<file path="src/rtl/urb_pkg.sv">
package urb_pkg;
   localparam logic [7:0] OP_WRITE = 8'h01;
   localparam logic [7:0] OP_READ  = 8'h02;
   localparam int         ADDR_W   = 32;
   localparam int         DATA_W   = 8;

   typedef enum logic [2:0] {
      PS_IDLE, PS_LEN, PS_ADDR, PS_WR_WAIT, PS_WR_PUT,
      PS_RD_REQ, PS_RD_TAKE, PS_RD_SEND
   } parse_st_e;
endpackage

</file>
<file path="src/rtl/urb_rx.sv">
module urb_rx #(
   parameter int DIV         = 434,
   parameter int SYNC_STAGES = 2
) (
   input  logic       clk,
   input  logic       rst_n,
   input  logic       line_i,
   output logic       byte_vld,
   output logic [7:0] byte_dat
);
   localparam int CW   = $clog2(DIV + 1);
   localparam int HALF = DIV / 2;

   logic [SYNC_STAGES-1:0] sync_q;
   logic                   rxs;

   generate
      if (SYNC_STAGES < 2) begin : g_bad_sync
         $error("SYNC_STAGES must be at least 2");
      end
      for (genvar s = 0; s < SYNC_STAGES; s++) begin : g_sync
         if (s == 0) begin : g_first
            always_ff @(posedge clk) sync_q[0] <= rst_n ? line_i : 1'b1;
         end else begin : g_next
            always_ff @(posedge clk) sync_q[s] <= rst_n ? sync_q[s-1] : 1'b1;
         end
      end
   endgenerate
   assign rxs = sync_q[SYNC_STAGES-1];

   typedef enum logic [1:0] {RX_IDLE, RX_START, RX_DATA, RX_STOP} rx_st_e;
   rx_st_e        st;
   logic [CW-1:0] cnt;
   logic [2:0]    nbit;
   logic [7:0]    shf;

   always_ff @(posedge clk) begin
      if (!rst_n) begin
         st       <= RX_IDLE;
         cnt      <= '0;
         nbit     <= '0;
         shf      <= '0;
         byte_vld <= 1'b0;
      end else begin
         byte_vld <= 1'b0;
         case (st)
            RX_IDLE: if (!rxs) begin
               cnt <= CW'(HALF - 1);
               st  <= RX_START;
            end
            RX_START: if (cnt == 0) begin
               if (!rxs) begin
                  cnt  <= CW'(DIV - 1);
                  nbit <= '0;
                  st   <= RX_DATA;
               end else st <= RX_IDLE;
            end else cnt <= cnt - 1'b1;
            RX_DATA: if (cnt == 0) begin
               shf <= {rxs, shf[7:1]};
               cnt <= CW'(DIV - 1);
               if (nbit == 3'd7) st <= RX_STOP;
               else nbit <= nbit + 1'b1;
            end else cnt <= cnt - 1'b1;
            RX_STOP: if (cnt == 0) begin
               byte_vld <= 1'b1;
               st       <= RX_IDLE;
            end else cnt <= cnt - 1'b1;
            default: st <= RX_IDLE;
         endcase
      end
   end
   assign byte_dat = shf;
endmodule

</file>
<file path="src/rtl/urb_tx.sv">
module urb_tx #(
   parameter int DIV = 434
) (
   input  logic       clk,
   input  logic       rst_n,
   input  logic       start,
   input  logic [7:0] dat,
   output logic       busy,
   output logic       line_o
);
   localparam int CW = $clog2(DIV + 1);

   logic [9:0]    shf;
   logic [3:0]    nbit;
   logic [CW-1:0] cnt;
   logic          act;

   always_ff @(posedge clk) begin
      if (!rst_n) begin
         act  <= 1'b0;
         shf  <= '1;
         nbit <= '0;
         cnt  <= '0;
      end else if (!act) begin
         if (start) begin
            shf  <= {1'b1, dat, 1'b0};
            nbit <= '0;
            cnt  <= CW'(DIV - 1);
            act  <= 1'b1;
         end
      end else if (cnt == 0) begin
         shf <= {1'b1, shf[9:1]};
         cnt <= CW'(DIV - 1);
         if (nbit == 4'd9) act <= 1'b0;
         else nbit <= nbit + 1'b1;
      end else cnt <= cnt - 1'b1;
   end

   assign busy   = act;
   assign line_o = act ? shf[0] : 1'b1;
endmodule

</file>
<file path="src/rtl/urb_parser.sv">
module urb_parser
   import urb_pkg::*;
(
   input  logic              clk,
   input  logic              rst_n,
   input  logic              rx_vld,
   input  logic [7:0]        rx_dat,
   input  logic              tx_busy,
   output logic              tx_start,
   output logic [7:0]        tx_dat,
   output logic              bus_we,
   output logic              bus_re,
   output logic [ADDR_W-1:0] bus_addr,
   output logic [DATA_W-1:0] bus_wdata,
   input  logic [DATA_W-1:0] bus_rdata
);
   localparam int NAB = ADDR_W / 8;

   parse_st_e         st;
   logic              is_wr;
   logic [7:0]        len;
   logic [7:0]        idx;
   logic [1:0]        acnt;
   logic [ADDR_W-1:0] base;
   logic [7:0]        hold;
   logic              last;

   assign last = (idx == len - 8'd1);

   always_ff @(posedge clk) begin
      if (!rst_n) begin
         st    <= PS_IDLE;
         is_wr <= 1'b0;
         len   <= '0;
         idx   <= '0;
         acnt  <= '0;
         base  <= '0;
         hold  <= '0;
      end else begin
         case (st)
            PS_IDLE: if (rx_vld && (rx_dat == OP_WRITE || rx_dat == OP_READ)) begin
               is_wr <= (rx_dat == OP_WRITE);
               st    <= PS_LEN;
            end
            PS_LEN: if (rx_vld) begin
               len  <= rx_dat;
               acnt <= '0;
               st   <= PS_ADDR;
            end
            PS_ADDR: if (rx_vld) begin
               base <= {base[ADDR_W-9:0], rx_dat};
               acnt <= acnt + 1'b1;
               idx  <= '0;
               if (acnt == 2'(NAB - 1)) begin
                  if (len == 0)   st <= PS_IDLE;
                  else if (is_wr) st <= PS_WR_WAIT;
                  else            st <= PS_RD_REQ;
               end
            end
            PS_WR_WAIT: if (rx_vld) begin
               hold <= rx_dat;
               st   <= PS_WR_PUT;
            end
            PS_WR_PUT: begin
               idx <= idx + 1'b1;
               st  <= last ? PS_IDLE : PS_WR_WAIT;
            end
            PS_RD_REQ:  st <= PS_RD_TAKE;
            PS_RD_TAKE: begin
               hold <= bus_rdata;
               st   <= PS_RD_SEND;
            end
            PS_RD_SEND: if (!tx_busy) begin
               idx <= idx + 1'b1;
               st  <= last ? PS_IDLE : PS_RD_REQ;
            end
            default: st <= PS_IDLE;
         endcase
      end
   end

   assign bus_addr  = base + ADDR_W'(idx);
   assign bus_we    = (st == PS_WR_PUT);
   assign bus_re    = (st == PS_RD_REQ);
   assign bus_wdata = hold;
   assign tx_dat    = hold;
   assign tx_start  = (st == PS_RD_SEND) && !tx_busy;
endmodule

</file>
<file path="src/rtl/uart_reg_bridge.sv">
module uart_reg_bridge #(
   parameter int CLK_HZ      = 50_000_000,
   parameter int BAUD        = 115_200,
   parameter int SYNC_STAGES = 2
) (
   input  logic        clk,
   input  logic        rst_n,
   input  logic        rx_i,
   output logic        tx_o,
   output logic        bus_we,
   output logic        bus_re,
   output logic [31:0] bus_addr,
   output logic [7:0]  bus_wdata,
   input  logic [7:0]  bus_rdata
);
   localparam int DIV = CLK_HZ / BAUD;

   generate
      if (DIV < 4) begin : g_bad_div
         $error("CLK_HZ/BAUD must be at least 4");
      end
   endgenerate

   logic       rx_vld, tx_busy, tx_start;
   logic [7:0] rx_dat, tx_dat;

   urb_rx #(.DIV(DIV), .SYNC_STAGES(SYNC_STAGES)) u_rx (
      .clk(clk), .rst_n(rst_n), .line_i(rx_i),
      .byte_vld(rx_vld), .byte_dat(rx_dat));

   urb_tx #(.DIV(DIV)) u_tx (
      .clk(clk), .rst_n(rst_n), .start(tx_start), .dat(tx_dat),
      .busy(tx_busy), .line_o(tx_o));

   urb_parser u_par (
      .clk(clk), .rst_n(rst_n), .rx_vld(rx_vld), .rx_dat(rx_dat),
      .tx_busy(tx_busy), .tx_start(tx_start), .tx_dat(tx_dat),
      .bus_we(bus_we), .bus_re(bus_re), .bus_addr(bus_addr),
      .bus_wdata(bus_wdata), .bus_rdata(bus_rdata));
endmodule

</file>
<file path="config.mk">
export PLATFORM = sky130hd
export DESIGN_NAME = uart_reg_bridge
export DESIGN_NICKNAME = d
export VERILOG_FILES = /design/src/rtl/urb_pkg.sv /design/src/rtl/urb_rx.sv /design/src/rtl/urb_tx.sv /design/src/rtl/urb_parser.sv /design/src/rtl/uart_reg_bridge.sv
export SDC_FILE = /design/constraint.sdc
export NUM_CORES = 1
export LEC_CHECK = 0
export BUFFER_PORTS_ARGS = -buffer_cell sky130_fd_sc_hd__buf_2
export CAP_MARGIN = 15
export CORE_UTILIZATION = 35
export DETAILED_ROUTE_END_ITERATION = 6
export GPL_ROUTABILITY_DRIVEN = 0
export HOLD_SLACK_MARGIN = 0.1
export PLACE_DENSITY = 0.5
export SKIP_CTS_REPAIR_TIMING = 1
export SKIP_LAST_GASP = 1
export SYNTH_ARGS = -nofsm -noshare
export SYNTH_HDL_FRONTEND = slang
export SYNTH_SLANG_ARGS = --single-unit
export TNS_END_PERCENT = 30
</file>
<file path="constraint.sdc">
create_clock -name clk -period 4.3 [get_ports clk]
set_clock_uncertainty 0.2 [all_clocks]
set_input_delay 0.215 -clock clk [delete_from_list [all_inputs] [get_ports clk]]
set_output_delay 0.215 -clock clk [all_outputs]
set_load 0.01 [all_outputs]
</file>
==> reports/metrics.cfg <==
[sta]
rsz0062_at_grt=no
period_share=0.773
finalHoldViolations=0
fin_crit_ns=3.33
fmaxAchievable_mhz=301
fin_ws_ns=0.974
finalMaxSlewViolations=0
relSlewSlack=0.334
worstMarginPinSlew_ns=0.998
finalSetupViolCount=0
tns_ns=0

[global_route]
grt_util_all_layers=0.175
antenna_found_initial=0
grt_first_pass_wirelength_mm=24.7
grt_pass1_vias=4943
overflow=0
grt_start_max_net_pins=48

[clocking]
cts_tree=yes
htreeDepth=3
cts_num_sinks=110
cts-root-buf=clkbuf_16
clk_latency_ns=0.35
clk_pin_slew_worst_paths_ns=0.08
cts_inserted_buffers=9
clockBufferDepth=2

[die]
fp-row-count=47
die_x_um=132
die_h_um=132
core_area_um2=16500
start_util=0.357
pin_count=54
dieArea_um2=17300

[logic_synthesis]
synth_adder_area_share=0.0524
synthMuxAreaShare=0.0204
synth_xor_area_frac=0.0730
synthFlopType=dfxtp_1
synth_compound_area_frac=0.182
synth-simple-area-share=0.259
ys_ff_latch=110
synth-async-reset-ratio=0
synth_area_um2=5880
ys_types=64
syn_inst=753
synth_edf_count=0
seq_area_frac_synth=0.375
synth_top_family_by_area=simple AND/OR/NAND/NOR gates
yosysWarnings=0
avgSynthCellArea_um2=7.81
synth_nets=788

[power_and_ir_drop]
p_per_area_nw_per_um2=325
power.total_uw=2180
p_leak_uw=0.00260
ir_drop_uv=187

[setup_path]
cpMaxStageDelayCell=dfxtp_1
cpLargestDelayFamily=adder cells
worstPathRequired_ns=3.88
worstSetupPathType=reg2out
cp_slowest_stage_delay_ns=0.46
start_kind=flip-flop
crit_buf_inv=3
reg2reg_depth=5
crit_chain=ha_1, inv_1, fa_1, nor2b_1, o21a_1, o21ai_0, a211oi_1, buf_4, and3_1, xor2_1, buf_2
worstSetupEndpointType=primary output
crit_arrival_ns=2.91
critPathMaxFanout=11
cp.depth=11

[status]
status=completed

[cells_and_area]
final_util=0.407
nets=827
layout_common_cells=nand2_1 (151), dfxtp_1 (110), a21oi_1 (77), nor2_1 (58), buf_2 (53)
drive_gt1_frac=0.112
final_common_cell=nand2_1
diodes=0
syn_to_final_growth_pct=13.9

[route]
wire_per_inst_um=14.4
detail-route-antenna-nets=0
vias=5295
drc=0
firstDrtPassIters=5
drt_iter0_markers=285
wl_mm=14.7
avgViaCountPerCell=5.21

[placed_design]
dp_hpwl_mm=10.3
dp_slack_ns=1.35
numPortBuffers=53

[hold_path]
min_path_type=in2reg
worstHoldPathCells=2

[job]
maxCapViolCount=0

synth_stat cells (all sizes together) (9+ instances only):
library cell / number / area [um2]
inv: 19 / 71.3
nand4: 15 / 100
nor2: 60 / 228
xor2: 17 / 149
xnor2: 32 / 280
a21oi: 78 / 394
clkbuf: 31 / 118
nor2b: 10 / 62.6
and3: 11 / 68.8
ha: 23 / 288
dfxtp: 110 / 2200
nand2: 151 / 567
o21ai: 34 / 185
nor3: 18 / 90.1
mux2i: 12 / 120
a22oi: 9 / 67.6
nand3: 21 / 105
state kept, by name (all words and copies together) (netlist names), 2 cells and up, named ones only:
| signal | flops |
|---|---|
| u_rx.cnt | 9 |
| u_tx.shf | 9 |
| u_par.base | 32 |
| u_par.len | 8 |
| u_tx.nbit | 4 |
| u_par.acnt | 2 |
| u_rx.byte_dat | 8 |
| u_par.idx | 8 |
| u_par.st | 3 |
| u_tx.cnt | 9 |
| u_rx.nbit | 3 |
| u_par.bus_wdata | 8 |
logic make-up (layout without fill, tap and decap cells):
kind of cell,count (synthesis),after routing
mux,12,12
xor+xnor,49,49
compound gates,173,173
simple gates,328,328
buf+inv,57,101
flops,110,110
fa+ha+maj,24,24
layer usage:
layer | global-route usage | routed length, um | vias to the layer above
met2 | 0.300 | 7020 | 92
met1 | 0.218 | 6950 | 2477
met3 | 0.0390 | 491 | 21
li1 | - | - | 2705
met5 | 0 | 0 | -
met4 | 0.0491 | 230 | 0
report_power, final:
| group | internal, uW | switching (uW) |
|---|---|---|
| Sequential | 1040 | 22.1 |
| Combinational | 89.6 | 168 |
| Clock | 472 | 391 |
through the flow:
step | hold WS [ns] | instance area, um2 | instances
after floorplan | 0.116 | 5880 | 753
after global placement | 0.199 | 6300 | 992
after detailed placement | 0.200 | 6300 | 992
after CTS | -0.178 | 6610 | 1008
after global routing | 0.145 | 6700 | 1017
final | 0.134 | 6700 | 1017
final cells by class:
type,count,area (um2)
Clock buffer,10,239
Clock inverter,6,70.1
Fill cell,1707,9770
Inverter,19,71.3
Multi-Input combinational cell,586,3450
Sequential cell,110,2200
Tap cell,220,275
Timing Repair Buffer,66,385
worst paths after layout:
check	startpoint	to	slack (ns)
setup / recovery	u_par.idx[0]$_SDFFE_PN0P_	bus_addr[28]	0.97
hold / removal	rst_n	u_tx.shf[8]$_SDFFE_PN1P_	0.13
setup reg to reg	u_par.st[1]$_SDFFE_PN0P_	u_tx.cnt[7]$_SDFFE_PN0P_	1.50
hold reg to reg	u_rx.sync_q[0]$_SDFF_PN1_	u_rx.rxs$_SDFF_PN1_	0.22
Note: power is estimated with default switching activity, not from simulation.
